### src/rtl/lock_pkg.sv
package lock_pkg;

  // Controller phase; encoding 2'b11 is unused and recovers to LK_ENTRY.
  typedef enum logic [1:0] {
    LK_ENTRY = 2'b00,
    LK_OPEN  = 2'b01,
    LK_DENY  = 2'b10
  } lock_phase_e;

  // Index of the code bit that digit position pos is compared against.
  function automatic int unsigned code_bit_index(input int unsigned code_len,
                                                 input int unsigned pos);
    return code_len - 1 - pos;
  endfunction

endpackage

### src/rtl/lock_btn_sync.sv
module lock_btn_sync #(
  parameter int WIDTH  = 3,
  parameter int STAGES = 2
) (
  input  logic             clk,
  input  logic             rst,
  input  logic [WIDTH-1:0] raw_i,
  output logic [WIDTH-1:0] level_o
);

  genvar b;
  generate
    for (b = 0; b < WIDTH; b++) begin : g_bit
      logic [STAGES-1:0] chain_q;

      always_ff @(posedge clk) begin
        if (rst) begin
          chain_q <= '0;
        end else begin
          chain_q <= {chain_q[STAGES-2:0], raw_i[b]};
        end
      end

      assign level_o[b] = chain_q[STAGES-1];
    end
  endgenerate

endmodule

### src/rtl/lock_edge_det.sv
module lock_edge_det #(
  parameter int WIDTH = 2
) (
  input  logic             clk,
  input  logic             rst,
  input  logic [WIDTH-1:0] level_i,
  output logic [WIDTH-1:0] pulse_o
);

  logic [WIDTH-1:0] prev_q;

  always_ff @(posedge clk) begin
    if (rst) begin
      prev_q <= '0;
    end else begin
      prev_q <= level_i;
    end
  end

  genvar b;
  generate
    for (b = 0; b < WIDTH; b++) begin : g_rise
      assign pulse_o[b] = level_i[b] & ~prev_q[b];
    end
  endgenerate

endmodule

### src/rtl/lock_seq_fsm.sv
module lock_seq_fsm
  import lock_pkg::*;
#(
  parameter int          CODE_LEN = 4,
  parameter logic [CODE_LEN-1:0] CODE = 4'b1010,
  localparam int         CNT_W    = (CODE_LEN > 1) ? $clog2(CODE_LEN) : 1
) (
  input  logic             clk,
  input  logic             rst,
  input  logic             clear_i,
  input  logic             one_p_i,
  input  logic             zero_p_i,
  output lock_phase_e      phase_o,
  output logic [CNT_W-1:0] pos_o
);

  localparam logic [CNT_W-1:0] LAST_POS = CNT_W'(CODE_LEN - 1);

  lock_phase_e      phase_q, phase_d;
  logic [CNT_W-1:0] pos_q, pos_d;
  logic             bad_q, bad_d;

  logic digit_valid;
  logic digit_val;
  logic digit_match;
  logic bad_next;

  assign digit_valid = one_p_i ^ zero_p_i;
  assign digit_val   = one_p_i;
  assign digit_match = (digit_val == CODE[code_bit_index(CODE_LEN, int'(pos_q))]);
  assign bad_next    = bad_q | ~digit_match;

  always_comb begin
    phase_d = phase_q;
    pos_d   = pos_q;
    bad_d   = bad_q;
    if (clear_i) begin
      phase_d = LK_ENTRY;
      pos_d   = '0;
      bad_d   = 1'b0;
    end else begin
      case (phase_q)
        LK_ENTRY: begin
          if (digit_valid) begin
            if (pos_q == LAST_POS) begin
              phase_d = bad_next ? LK_DENY : LK_OPEN;
              pos_d   = '0;
              bad_d   = 1'b0;
            end else begin
              pos_d = pos_q + 1'b1;
              bad_d = bad_next;
            end
          end
        end
        LK_OPEN, LK_DENY: begin
          phase_d = phase_q;
        end
        default: begin
          phase_d = LK_ENTRY;
          pos_d   = '0;
          bad_d   = 1'b0;
        end
      endcase
    end
  end

  always_ff @(posedge clk) begin
    if (rst) begin
      phase_q <= LK_ENTRY;
      pos_q   <= '0;
      bad_q   <= 1'b0;
    end else begin
      phase_q <= phase_d;
      pos_q   <= pos_d;
      bad_q   <= bad_d;
    end
  end

  assign phase_o = phase_q;
  assign pos_o   = pos_q;

endmodule

### src/rtl/lock_result_reg.sv
module lock_result_reg
  import lock_pkg::*;
(
  input  logic        clk,
  input  logic        rst,
  input  lock_phase_e phase_i,
  output logic        pass_o,
  output logic        fail_o
);

  always_ff @(posedge clk) begin
    if (rst) begin
      pass_o <= 1'b0;
      fail_o <= 1'b0;
    end else begin
      pass_o <= (phase_i == LK_OPEN);
      fail_o <= (phase_i == LK_DENY);
    end
  end

endmodule

### src/rtl/two_button_lock.sv
module two_button_lock
  import lock_pkg::*;
#(
  parameter int                  CODE_LEN    = 4,
  parameter logic [CODE_LEN-1:0] CODE        = 4'b1010,
  parameter int                  SYNC_STAGES = 2
) (
  input  logic clk,
  input  logic rst,
  input  logic btn_one_i,
  input  logic btn_zero_i,
  input  logic btn_clear_i,
  output logic pass_o,
  output logic fail_o
);

  localparam int CNT_W = (CODE_LEN > 1) ? $clog2(CODE_LEN) : 1;

  logic [2:0]       btn_lvl;
  logic [1:0]       digit_pulse;
  logic             clr_lvl;
  logic             one_p;
  logic             zero_p;
  lock_phase_e      phase;
  logic [CNT_W-1:0] pos;

  lock_btn_sync #(
    .WIDTH  (3),
    .STAGES (SYNC_STAGES)
  ) u_sync (
    .clk     (clk),
    .rst     (rst),
    .raw_i   ({btn_clear_i, btn_zero_i, btn_one_i}),
    .level_o (btn_lvl)
  );

  lock_edge_det #(
    .WIDTH (2)
  ) u_edge (
    .clk     (clk),
    .rst     (rst),
    .level_i (btn_lvl[1:0]),
    .pulse_o (digit_pulse)
  );

  assign one_p   = digit_pulse[0];
  assign zero_p  = digit_pulse[1];
  assign clr_lvl = btn_lvl[2];

  lock_seq_fsm #(
    .CODE_LEN (CODE_LEN),
    .CODE     (CODE)
  ) u_fsm (
    .clk      (clk),
    .rst      (rst),
    .clear_i  (clr_lvl),
    .one_p_i  (one_p),
    .zero_p_i (zero_p),
    .phase_o  (phase),
    .pos_o    (pos)
  );

  lock_result_reg u_result (
    .clk     (clk),
    .rst     (rst),
    .phase_i (phase),
    .pass_o  (pass_o),
    .fail_o  (fail_o)
  );

endmodule

### config.mk
export PLATFORM = sky130hd
export DESIGN_NAME = two_button_lock
export DESIGN_NICKNAME = d
export VERILOG_FILES = /design/src/rtl/lock_pkg.sv /design/src/rtl/lock_btn_sync.sv /design/src/rtl/lock_edge_det.sv /design/src/rtl/lock_seq_fsm.sv /design/src/rtl/lock_result_reg.sv /design/src/rtl/two_button_lock.sv
export SDC_FILE = /design/constraint.sdc
export NUM_CORES = 1
export LEC_CHECK = 0
export ABC_AREA = 1
export BUFFER_PORTS_ARGS = -buffer_cell sky130_fd_sc_hd__buf_2
export CORE_MARGIN = 3
export CORE_UTILIZATION = 40
export CTS_CLUSTER_SIZE = 20
export DETAILED_ROUTE_END_ITERATION = 8
export GPL_ROUTABILITY_DRIVEN = 0
export PLACE_DENSITY = 0.68
export SYNTH_ARGS = -nofsm -noshare
export SYNTH_HDL_FRONTEND = slang
export SYNTH_SLANG_ARGS = --single-unit
### constraint.sdc
create_clock -name clk -period 2.4 [get_ports clk]
set_input_delay 0.48 -clock clk [delete_from_list [all_inputs] [get_ports clk]]
set_output_delay 0.48 -clock clk [all_outputs]
set_load 0.1 [all_outputs]
; ---- After elaboration in Yosys (flattened, before gate mapping)
; Cells that the tools add are included.
[word_totals]
register_bits = 15
latch_bits = 0
ram_bits = 0
mem_bits_ro = 0
inputBits = 5
out_inout_bits = 2
wordCells = 43
mem_count = 0
[op_classes]
addsub = 2
multipliers = 0
div_mod_pow = 0
magnitude_cmp = 1
n_eq_ne = 6
shift = 0
mux = 12
bitwise_logic = 8
n_reduce_logical = 5
[ops]
columns = cell, count
row1 = 32-bit by 3-bit < comparator with 1-bit output (second input constant), 1
row2 = 2-bit 2-to-1 mux, 5
row3 = 2-bit one-hot mux with 2 select lines, 2
row4 = 2-bit == test (second input constant), 2
row5 = 2-bit by 1-bit inequality test with 1-bit output (second input constant), 2
row6 = 1-bit NOT, 4
row7 = 2-bit OR reduction, 2
row8 = 1-bit 2-to-1 mux, 3
row9 = 3-bit AND reduction, 1
row10 = 2-bit by 2-bit subtractor with 3-bit output (first input constant), 1
row11 = 2-bit by 1-bit adder with 2-bit output (second input constant), 1
row12 = 1-bit bitwise AND, 2
row13 = 1-bit binary-select mux with 2-bit select, 1
row14 = 2-bit by 1-bit == test with 1-bit output (second input constant), 1
row15 = 2-bit zero test, 1
row16 = 1-bit one-hot mux with 2 select lines, 1
row17 = 2-bit AND reduction, 1
row18 = 1-bit == test, 1
row19 = 1-bit bitwise OR, 1
row20 = 1-bit bitwise XOR, 1

; ---- Logic depth before layout (Yosys ltp)
[depth]
ltp_word = 10
mapped_depth = 10
ltp_nobuf = 10

; ---- Modules after synthesis
; Synthesis repeated with hierarchy kept, for this count alone.
[hier_totals]
cells_unflattened = 90
area_unflattened_um2 = 645.6
[by_module_without_submodules]
columns = module, instances, cells_per_inst, area_per_inst_um2, seq_area_each_um2
row1 = lock_seq_fsm, 1, 53, 332.8, 100.1
row2 = lock_btn_sync, 1, 21, 187.7, 120.1
row3 = lock_edge_det, 1, 8, 62.6, 40.0
row4 = lock_result_reg, 1, 8, 62.6, 40.0

; ---- Least setup slack after synthesis
; No wires, ideal clock.
[synth_path]
path_type = register -> output
from = register u_result.fail_o
to = output fail_o
t_arrival_ns = 0.909
required_ns = 1.920
path_slack_ns = 1.011
stages_incl_launch_ff = 1
path_buffers = 0
cell_sequence = dfxtp_1
[synth_rtl]
columns = item, line_no
row1 = start: declaration, lock_result_reg.sv:8  ; output logic fail_o
row2 = start signal: assignment, lock_result_reg.sv:17  ; fail_o <= (phase_i == LK_DENY);
row3 = end: declaration, two_button_lock.sv:14  ; output logic fail_o
; No word-level cell between the ends.

; ---- Worst setup path after layout
[layout_path]
from = register u_result.fail_o
to = output fail_o
; No word-level cell between the ends.

==> impl_metrics.csv <==
group,metric,value,unit
final_layout,diodes,0,
place,portBuffers,6,
worst_setup_path,cpPeakStageDelay,0.42,ns
die,die-height,48.2,microns
route,drtIter0Drc,1,
timing,rsz0062_at_grt,"no",
timing,max_slew_margin,0.680,
timing,final_max_slew_viol_count,0,
clock_network,numCtsBuffers,3,
grt,grt_pass1_vias,436,
timing,fin_crit,1.51,ns
final_layout,areaGrowthSynthToFinish,11.6,%
timing,fmax,663,MHz
hold_path,min_path_type,"input port to flip-flop",
timing,finalHoldViolCount,0,
timing,min_period_over_period,0.628,
synth,syn_area_per_cell,7.49,sq um
synth,syn-num-nets,106,
final_layout,multi_input_area,324,sq um
clock_network,clk_latency,0.29,ns
worst_setup_path,startpoint_type,"flip-flop",
clock_network,postCtsHoldBufs,0,
place,dp_hpwl,791,microns
route,ant_nets,0,
grt,grt-ovfl-total,0,
die,design.die.area,2320,sq um
route,wl_per_cell,7.95,microns
clock_network,clk_pin_slew,0.09,ns
worst_setup_path,path_delay_family,"buffers and inverters",
clock_network,cts_tree,"done",
synth,ys_top_cells_by_area,"dfxtp_1 42%, ha_1 11%, inv_1 11%",
timing,clock_skew,0.00218,ns
timing,tightest_slew,0.483,ns
die,core_area,1590,sq um
route,vias,521,
synth,synth_edf_count,0,
worst_setup_path,crit_chain,"buf_2",
clock_network,post_cts_resized,0,
route,firstDrtPassIters,2,
worst_setup_path,critPathBufInv,1,
final_layout,fin_nets,116,
worst_setup_path,crit_path_max_fanout,1,
synth,synth-warning-count,0,
route,routed_wl,1020,microns
synth,synth_seq_cells,15,
synth,async_flop_share,0,
die,io_pins,7,
outcome,status,"finished clean",
power,p_leak,0.424,nW
worst_setup_path,critPathKind,"flip-flop to output port",
die,rows,14,
route,drc,0,
worst_setup_path,cp.arrival,1.03,ns
synth,yosysTopAreaCellShare,0.422,
worst_setup_path,end_kind,"output port",
grt,gr-usage-all-layers,0.109,
clock_network,post_cts_buffers,0,
timing,setup_viol,0,
synth,synth_commonest_cells,"20 x inv_1, 20 x nor2_1, 18 x nand2_1",
power,ir_worst_vdd,0.339,mV
grt,grt_pass1_wl,1690,microns
synth,synth_ff_type,"dfxtp_1",
power,total_power,468,uW
die,fp.dieW,48.2,microns
worst_setup_path,required,1.92,ns
grt,antenna_found_initial,0,
synth,yosysTopAreaCell,"dfxtp_1",
worst_setup_path,slowest_stage,"buf_2",
route,via_per_inst,4.07,
clock_network,cts_max_level,1,
run,maxCapViolations,0,
clock_network,clockBufferDepth,2,
timing,setup-tns-final,0,ns
power,power.density,589,nW/um^2
clock_network,clock_sinks,15,
die,initial_core_util,0.447,
synth,yosysSeqAreaShare,0.422,
final_layout,drive_above_1_share,0.202,
grt,grt_max_degree,12,
clock_network,root_buffer,"clkbuf_4",
synth,ys_types,15,
final_layout,fill_cells,160,
synth,netlist_instances,95,
synth,syn_area,712,sq um
final_layout,seqCellArea,300,sq um
-- state kept, by name (all words and copies together), names as in the netlist --
signal / cells
u_fsm.phase_o: 2
u_fsm.pos_o: 2
u_result.pass_o: 1
u_fsm.bad_q: 1
u_result.fail_o: 1
u_edge.prev_q: 2
u_sync.g_bit.chain_q: 6
-- worst reg2reg max path, cell delays in order, from the launching register on --
cell and delay, ns:
dfxtp_1 0.38, inv_1 0.09, ha_1 0.21, inv_1 0.05
nand2_1 0.05, nand2_1 0.05, nand3_1 0.12, nand2_1 0.09
inv_1 0.04, nor2_1 0.07, nor2_1 0.05
-- final timing paths --
path                                            startpoint  slack [ns]  depth (start not counted)                          to
worst min register to register  u_sync.g_bit[0].chain_q[0]        0.41                          2  u_sync.g_bit[0].chain_q[1]
worst max-delay path                       u_result.fail_o        0.89                          1                      fail_o
worst max register to register              u_fsm.pos_o[0]        1.11                         10            u_fsm.phase_o[1]
worst min-delay path                             btn_one_i        0.39                          3  u_sync.g_bit[0].chain_q[0]
-- report_power, final --
part,switching [mW],internal (mW)
Clock,0.0832,0.0620
Sequential,0.00587,0.259
Combinational,0.0354,0.0224
-- routing by layer --
metal	global-route usage	part of all wire	up-vias
met5	0	0	-
met3	0.0221	0.036	5
met2	0.169	0.46	7
met4	0.0968	0.041	0
met1	0.124	0.46	219
li1	-	-	290
-- kinds of logic after synthesis --
logic type	count (synthesis)	share of synthesized area
adders and majority gates	6	0.105
and+or+nand+nor	50	0.343
DFF	15	0.422
buffers and inverters	23	0.123
AOI/OAI and AO/OA	1	0.00702
-- metrics by stage --
stage	worst slack [ns]	instance area [sq um]	hold WS (ns)	util	instances
4_1_cts	0.877	795	0.383	0.498	128
2_1_floorplan	1.01	712	0.388	-	95
6_report	0.892	795	0.387	0.498	128
3_5_place_dp	1.11	767	0.395	0.481	124
5_1_grt	0.851	795	0.386	0.498	128
3_3_place_gp	1.15	767	0.392	0.481	124
-- final cells by class --
| type | instances | area share |
|---|---|---|
| Timing Repair Buffer | 6 | 0.0378 |
| Clock inverter | 1 | 0.00630 |
| Tap cell | 24 | 0.0378 |
| Inverter | 22 | 0.104 |
| Sequential cell | 15 | 0.378 |
| Clock buffer | 3 | 0.0283 |
| Multi-Input combinational cell | 57 | 0.408 |
-- cells in the final DEF, fill, tap and decap left out, drive strengths merged --
cell     n
nand3    3
nand2   21
buf      6
a21oi    1
dfxtp   15
inv     22
nor2    25
nor3     1
ha       6
clkbuf   3
clkinv   1
Note: power is estimated with default switching activity, not from simulation.
